==> config.mk <==
export PLATFORM = sky130hd
export DESIGN_NAME = hiccup_fault_sup
export DESIGN_NICKNAME = d
export VERILOG_FILES = /design/src/rtl/hfs_pkg.sv /design/src/rtl/hfs_hyst_flag.sv /design/src/rtl/hfs_short_det.sv /design/src/rtl/hfs_hiccup_ctl.sv /design/src/rtl/hiccup_fault_sup.sv
export SDC_FILE = /design/constraint.sdc
export NUM_CORES = 1
export LEC_CHECK = 0
export BUFFER_PORTS_ARGS = -buffer_cell sky130_fd_sc_hd__clkbuf_2
export CORE_ASPECT_RATIO = 1.75
export CORE_MARGIN = 1.5
export CORE_UTILIZATION = 30
export CTS_CLUSTER_DIAMETER = 40
export DETAILED_ROUTE_END_ITERATION = 12
export SYNTH_ARGS = -nofsm -noshare
export SYNTH_HDL_FRONTEND = slang
export SYNTH_SLANG_ARGS = --single-unit
==> constraint.sdc <==
create_clock -name clk -period 2.1 [get_ports clk]
set_clock_uncertainty 0.05 [all_clocks]
set_input_delay 0 -clock clk [delete_from_list [all_inputs] [get_ports clk]]
set_output_delay 0 -clock clk [all_outputs]
set_load 0.01 [all_outputs]
==> src/rtl/hfs_pkg.sv <==
// Shared types for the hiccup fault supervisor.
package hfs_pkg;
    typedef enum logic {
        HFS_IDLE = 1'b0,
        HFS_RUN  = 1'b1
    } hfs_state_t;
endpackage

==> src/rtl/hfs_hyst_flag.sv <==
// Hysteretic threshold flag on one sampled code.
// SET_ABOVE=1: flag sets at code >= HI and clears below LO (over-limit).
// SET_ABOVE=0: flag clears above HI and sets below LO (undervoltage).
// Assumes LO <= HI. Between the two thresholds the flag holds.
module hfs_hyst_flag #(
    parameter int CODE_W    = 10,
    parameter int HI        = 425,
    parameter int LO        = 405,
    parameter bit SET_ABOVE = 1'b0,
    parameter bit RST_VAL   = 1'b1
) (
    input  logic              clk,
    input  logic              rst_n,
    input  logic [CODE_W-1:0] code,
    output logic              flag
);
    localparam logic [CODE_W-1:0] HI_C = CODE_W'(HI);
    localparam logic [CODE_W-1:0] LO_C = CODE_W'(LO);

    logic set_c;
    logic clr_c;

    generate
        if (SET_ABOVE) begin : g_over
            // Over-limit: trip at or above HI, recover below LO.
            always_comb begin
                set_c = (code >= HI_C);
                clr_c = (code < LO_C);
            end
        end else begin : g_under
            // Undervoltage: trip below LO, recover above HI.
            always_comb begin
                set_c = (code < LO_C);
                clr_c = (code > HI_C);
            end
        end
    endgenerate

    // Flag register; the set condition wins over the clear condition.
    always_ff @(posedge clk) begin
        if (!rst_n)     flag <= RST_VAL;
        else if (set_c) flag <= 1'b1;
        else if (clr_c) flag <= 1'b0;
    end
endmodule

==> src/rtl/hfs_short_det.sv <==
// Output-short detector. Compares feedback with the active reference,
// which is the lower of the soft-start level and the final reference.
// Widened by one bit so the margin sum cannot wrap.
module hfs_short_det #(
    parameter int CODE_W    = 10,
    parameter int VREF      = 80,
    parameter int SC_MARGIN = 25
) (
    input  logic              clk,
    input  logic              rst_n,
    input  logic [CODE_W-1:0] fb_code,
    input  logic [CODE_W-1:0] ss_code,
    output logic              short_flag
);
    localparam int            EXT_W  = CODE_W + 1;
    localparam logic [CODE_W-1:0] VREF_C = CODE_W'(VREF);
    localparam logic [EXT_W-1:0]  MRG_C  = EXT_W'(SC_MARGIN);

    logic [CODE_W-1:0] ref_act;
    logic [EXT_W-1:0]  fb_plus;

    // Pick the active reference and lift feedback by the margin.
    always_comb begin
        ref_act = (ss_code < VREF_C) ? ss_code : VREF_C;
        fb_plus = {1'b0, fb_code} + MRG_C;
    end

    // Register the short decision once per clock.
    always_ff @(posedge clk) begin
        if (!rst_n) short_flag <= 1'b0;
        else        short_flag <= (fb_plus < {1'b0, ref_act});
    end
endmodule

==> src/rtl/hfs_hiccup_ctl.sv <==
// Hiccup sequencer. Any fault flag moves RUN to IDLE and restarts the
// idle timer. IDLE lasts at least IDLE_TICKS edges and leaves only on an
// edge with no flag set (set-dominant over the timer's clear).
// Outputs drop in the same cycle a flag appears.
module hfs_hiccup_ctl #(
    parameter int IDLE_TICKS = 10_000_000
) (
    input  logic clk,
    input  logic rst_n,
    input  logic any_flag,
    output logic fault_o,
    output logic drv_en_o,
    output logic ss_clamp_n_o,
    output logic comp_clamp_n_o
);
    import hfs_pkg::*;

    localparam int            CNT_W = (IDLE_TICKS > 2) ? $clog2(IDLE_TICKS) : 1;
    localparam logic [CNT_W-1:0] LAST  = CNT_W'(IDLE_TICKS - 1);

    hfs_state_t       state;
    logic [CNT_W-1:0] cnt;
    logic             run_ok;

    // Sequencer state and idle timer.
    always_ff @(posedge clk) begin
        if (!rst_n) begin
            state <= HFS_IDLE;
            cnt   <= '0;
        end else if (state == HFS_RUN) begin
            if (any_flag) begin
                state <= HFS_IDLE;
                cnt   <= '0;
            end
        end else if (cnt == LAST) begin
            if (!any_flag) state <= HFS_RUN;
        end else begin
            cnt <= cnt + 1'b1;
        end
    end

    // Drive outputs; a present flag overrides the RUN state at once.
    always_comb begin
        run_ok         = (state == HFS_RUN) && !any_flag;
        fault_o        = !run_ok;
        drv_en_o       = run_ok;
        ss_clamp_n_o   = run_ok;
        comp_clamp_n_o = run_ok;
    end
endmodule

==> src/rtl/hiccup_fault_sup.sv <==
// Top of the converter fault supervisor: two hysteretic undervoltage
// flags, one hysteretic thermal flag, a short detector against the
// moving reference, and the hiccup sequencer. All thresholds are codes
// in the units of the matching input sample.
module hiccup_fault_sup #(
    parameter int CODE_W     = 10,
    parameter int BIAS_ON    = 425,
    parameter int BIAS_OFF   = 405,
    parameter int VIN_ON     = 250,
    parameter int VIN_OFF    = 220,
    parameter int OT_SET     = 145,
    parameter int OT_CLR     = 135,
    parameter int VREF       = 80,
    parameter int SC_MARGIN  = 25,
    parameter int CLK_HZ     = 100_000_000,
    parameter int IDLE_TICKS = CLK_HZ / 10
) (
    input  logic              clk,
    input  logic              rst_n,
    input  logic [CODE_W-1:0] vbias_code,
    input  logic [CODE_W-1:0] vin_code,
    input  logic [CODE_W-1:0] temp_code,
    input  logic [CODE_W-1:0] fb_code,
    input  logic [CODE_W-1:0] ss_code,
    output logic              fault_o,
    output logic              drv_en_o,
    output logic              ss_clamp_n_o,
    output logic              comp_clamp_n_o
);
    logic uv_bias;
    logic uv_in;
    logic over_temp;
    logic short_out;
    logic any_flag;

    hfs_hyst_flag #(.CODE_W(CODE_W), .HI(BIAS_ON), .LO(BIAS_OFF),
                    .SET_ABOVE(1'b0), .RST_VAL(1'b1)) u_bias (
        .clk(clk), .rst_n(rst_n), .code(vbias_code), .flag(uv_bias));

    hfs_hyst_flag #(.CODE_W(CODE_W), .HI(VIN_ON), .LO(VIN_OFF),
                    .SET_ABOVE(1'b0), .RST_VAL(1'b1)) u_vin (
        .clk(clk), .rst_n(rst_n), .code(vin_code), .flag(uv_in));

    hfs_hyst_flag #(.CODE_W(CODE_W), .HI(OT_SET), .LO(OT_CLR),
                    .SET_ABOVE(1'b1), .RST_VAL(1'b0)) u_temp (
        .clk(clk), .rst_n(rst_n), .code(temp_code), .flag(over_temp));

    hfs_short_det #(.CODE_W(CODE_W), .VREF(VREF), .SC_MARGIN(SC_MARGIN)) u_short (
        .clk(clk), .rst_n(rst_n), .fb_code(fb_code), .ss_code(ss_code),
        .short_flag(short_out));

    // Merge all flags into the single fault request.
    always_comb any_flag = uv_bias | uv_in | over_temp | short_out;

    hfs_hiccup_ctl #(.IDLE_TICKS(IDLE_TICKS)) u_ctl (
        .clk(clk), .rst_n(rst_n), .any_flag(any_flag),
        .fault_o(fault_o), .drv_en_o(drv_en_o),
        .ss_clamp_n_o(ss_clamp_n_o), .comp_clamp_n_o(comp_clamp_n_o));
endmodule

==> run_results.csv <==
group,metric,value,unit
synth,syn_area_per_cell,7.717,µm²
cells_and_area,final_common_cell,"clkbuf_2",
sta,worst_pin_slew,0.5058,ns
detailed_routing,first_iter_violations,159,
synth,ys.flop_type,"dfxtp_1",
grt,grt_max_degree,29,
synth,synth-seq-cells,29,
detailed_routing,wl_per_cell,13.47,µm
clock_tree,cts_resized,0,
synth,synthCells,257,
floorplanning,ios,56,
floorplanning,initial_core_util,30.79,%
detailed_routing,via_per_inst,5.389,
sta,timing.final.crit_period,2.025,ns
cells_and_area,instances_no_fill,414,
floorplanning,floorplan.rows,39,
detailed_routing,postRouteAntennaNets,0,
cells_and_area,fillers,711,
critical_path,crit_buf_inv,1,
placed_design,dp_hpwl,4.390,mm
clock_tree,cts_root_buf,"clkbuf_16",
critical_path,crit_start,"u_ctl.cnt[0]",
clock_tree,clk_pin_slew,0.05,ns
critical_path,rr_startpoint,"u_ctl.cnt[0]",
sta,slew_violations,0,
sta,relSlewSlack,66.02,%
power,pwr-share-clk,48.0,%
floorplanning,core_area,0.006441,mm²
detailed_routing,vias,2231,
placed_design,numPortBuffers,55,
cells_and_area,drive_gt1_share,26.20,%
sta,hold_violations,0,
synth,synthesis.area,0.001983,mm²
synth,ys_async_sr_fraction,0,%
detailed_routing,routed_wl,5.577,mm
grt,antenna_found_initial,0,
synth,seq_area_frac_synth,29.27,%
power,powerDensity,550.2,mW/mm²
cells_and_area,layout.nets,395,
critical_path,rrSetupSlack,0.07,ns
sta,rsz0062_at_grt,"no",
clock_tree,clk_latency,0.27,ns
outcome,status,"finished clean",
grt,grt_use_total,16.90,%
sta,setup_viol_count_final,0,
detailed_routing,drc,0,
power,sw_frac_of_total,22.31,%
floorplanning,dieArea,0.007126,mm²
critical_path,endpoint_kind,"flip-flop",
hold_path,hp-class,"input port to flip-flop",
clock_tree,cts_setup_buffers,0,
flow_run,cap_violations,0,
floorplanning,die_x,64.46,µm
detailed_routing,dr.pass1.iters,4,
clock_tree,cts_tree,"built",
critical_path,critPathSlowestCell,"dfxtp_1",
cells_and_area,fin_util,40.77,%
cells_and_area,multiInputGateArea,0.001325,mm²
floorplanning,dieHeight,110.6,µm
power,p_comb_share,12.6,%
power,p_switching,0.3223,mW
sta,tns,0,ns
clock_tree,cts_max_level,2,
critical_path,worstPathArrival,2.13,ns
critical_path,critPathTopFamily,"simple AND/OR/NAND/NOR gates",
synth,synth_edf_count,0,
critical_path,path_cells,"ha_1 > nand3_2 > nor2_1 > nand4_1 > buf_4 > a21bo_2 > o221a_2",
critical_path,required,2.21,ns
placed_design,dp_cells,402,
grt,grt_pass1_vias,2316,
synth,yosysUniqueCellTypes,52,
cells_and_area,antennaDiodeCount,0,
cells_and_area,ff_latch_area,580.6,µm²
clock_tree,cts_made_buffers,5,
grt,grt_first_pass_wirelength,9.798,mm
sta,period_share,96.43,%
cells_and_area,layout_common_cells,"clkbuf_2, dfxtp_1, nor2_1",
critical_path,start_kind,"flip-flop",
sta,fmaxAchievable,493.8,MHz
critical_path,max_stage_delay,0.33,ns
synth,yosys_warnings,0,
power,total_leakage_power,1.074,nW
power,irDropWorstVdd,0.4821,mV
power,internal_power,1.123,mW
clock_tree,clock_sinks,29,
critical_path,crit_path_max_fanout,5,
clock_tree,clock_path_buffers,2,
placed_design,place.gp.congestion,0.9126,
power,seq_power_share,39.4,%
cells_and_area,area_growth,32.43,%
critical_path,crit_type,"flip-flop to flip-flop",
hold_path,hold_start,"rst_n",
grt,gr-total-overflow,0,
## path summary, 6_finish.rpt
| path | endpoint | cells past startpoint |
|---|---|---|
| worst min-delay path | u_vin.flag | 2 |
| worst min register to register | u_ctl.cnt[23] | 2 |
| worst max register to register | u_ctl.cnt[16] | 7 |
| worst max-delay path | u_ctl.cnt[16] | 7 |
## cells in the mapped netlist, types with 2 or more instances
master | number | area, µm²
dfxtp_1 | 29 | 580.6
nor2_1 | 27 | 101.4
a21oi_1 | 23 | 115.1
nand2_1 | 21 | 78.83
o21ai_0 | 16 | 80.08
nand3_1 | 12 | 60.06
nand4_1 | 12 | 75.07
ha_1 | 11 | 137.6
o31ai_1 | 9 | 67.56
xor2_1 | 8 | 70.07
nor3_1 | 7 | 35.03
a31oi_1 | 6 | 37.54
a211oi_1 | 5 | 37.54
clkbuf_1 | 5 | 18.77
inv_1 | 5 | 18.77
and2_1 | 4 | 25.02
nor4_1 | 4 | 25.02
a21o_1 | 3 | 22.52
buf_4 | 3 | 22.52
or3_1 | 3 | 18.77
or4_1 | 3 | 22.52
xnor2_1 | 3 | 26.28
a311oi_1 | 2 | 17.52
a41oi_1 | 2 | 17.52
and4_1 | 2 | 17.52
buf_2 | 2 | 10.01
nand2b_1 | 2 | 12.51
nor2_2 | 2 | 12.51
nor2b_1 | 2 | 12.51
nor4b_1 | 2 | 17.52
## routing by layer
layer  part of all wire [%]  wire [µm]  vias up  GRT usage [%]
met1                     35       1971     1041          16.15
met3                    3.2        176       11          2.342
met2                     59       3283       64          33.06
li1                       -          -     1115              -
met5                      0          0        -              0
met4                    2.6        145        0          8.936
## what timing repair did
action | 4_1_cts | 5_1_grt
hold buffers | 5 | 0
hold endpoints to repair | 3 | 0
setup endpoints to repair | 0 | 0
## cells by family after synthesis
| kind of cell | count (synthesis) | share of synthesized area [%] |
|---|---|---|
| AO/OA/AOI/OAI | 78 | 25.49 |
| XOR/XNOR | 11 | 4.858 |
| adder cells (fa/ha/maj) | 11 | 6.940 |
| buffers and inverters | 17 | 4.290 |
| flip-flops | 29 | 29.27 |
| multiplexers | 1 | 0.5048 |
| other | 1 | 0.1891 |
| AND/OR/NAND/NOR | 109 | 28.45 |
## power groups by stage
stage          Combinational, mW  Clock, mW  Sequential (mW)
6_report                   0.182      0.693            0.569
3_3_place_gp               0.172          0            0.580
5_1_grt                    0.210      0.737            0.570
4_1_cts                    0.186      0.705            0.569
2_1_floorplan             0.0893          0            0.580
3_5_place_dp               0.177          0            0.580
## state kept, by name (all words and copies together) (netlist names)
signal              count
u_ctl.state             1
u_vin.flag              1
u_short.short_flag      1
u_temp.flag             1
u_ctl.cnt              24
u_bias.flag             1
## cell type report
cell class	count	share of cell area [%]
timing repair buffer	77	17.25
inverter	6	0.8576
clock buffer	7	5.431
sequential	29	22.11
multi-input combinational	213	50.45
tap	82	3.907
## per-stage QoR
step | cell area [µm²] | hold slack (ns) | power [mW] | setup WS (ns)
2_1_floorplan | 1991 | 0.06097 | 0.6694 | 0.2055
3_3_place_gp | 2434 | 0.1481 | 0.7528 | 0.1147
3_5_place_dp | 2434 | 0.1553 | 0.7578 | 0.07337
4_1_cts | 2626 | 0.001697 | 1.460 | 0.1104
5_1_grt | 2626 | 0.02351 | 1.517 | 0.02076
6_report | 2626 | 0.004027 | 1.445 | 0.07498
(Power assumes the default switching activity.)
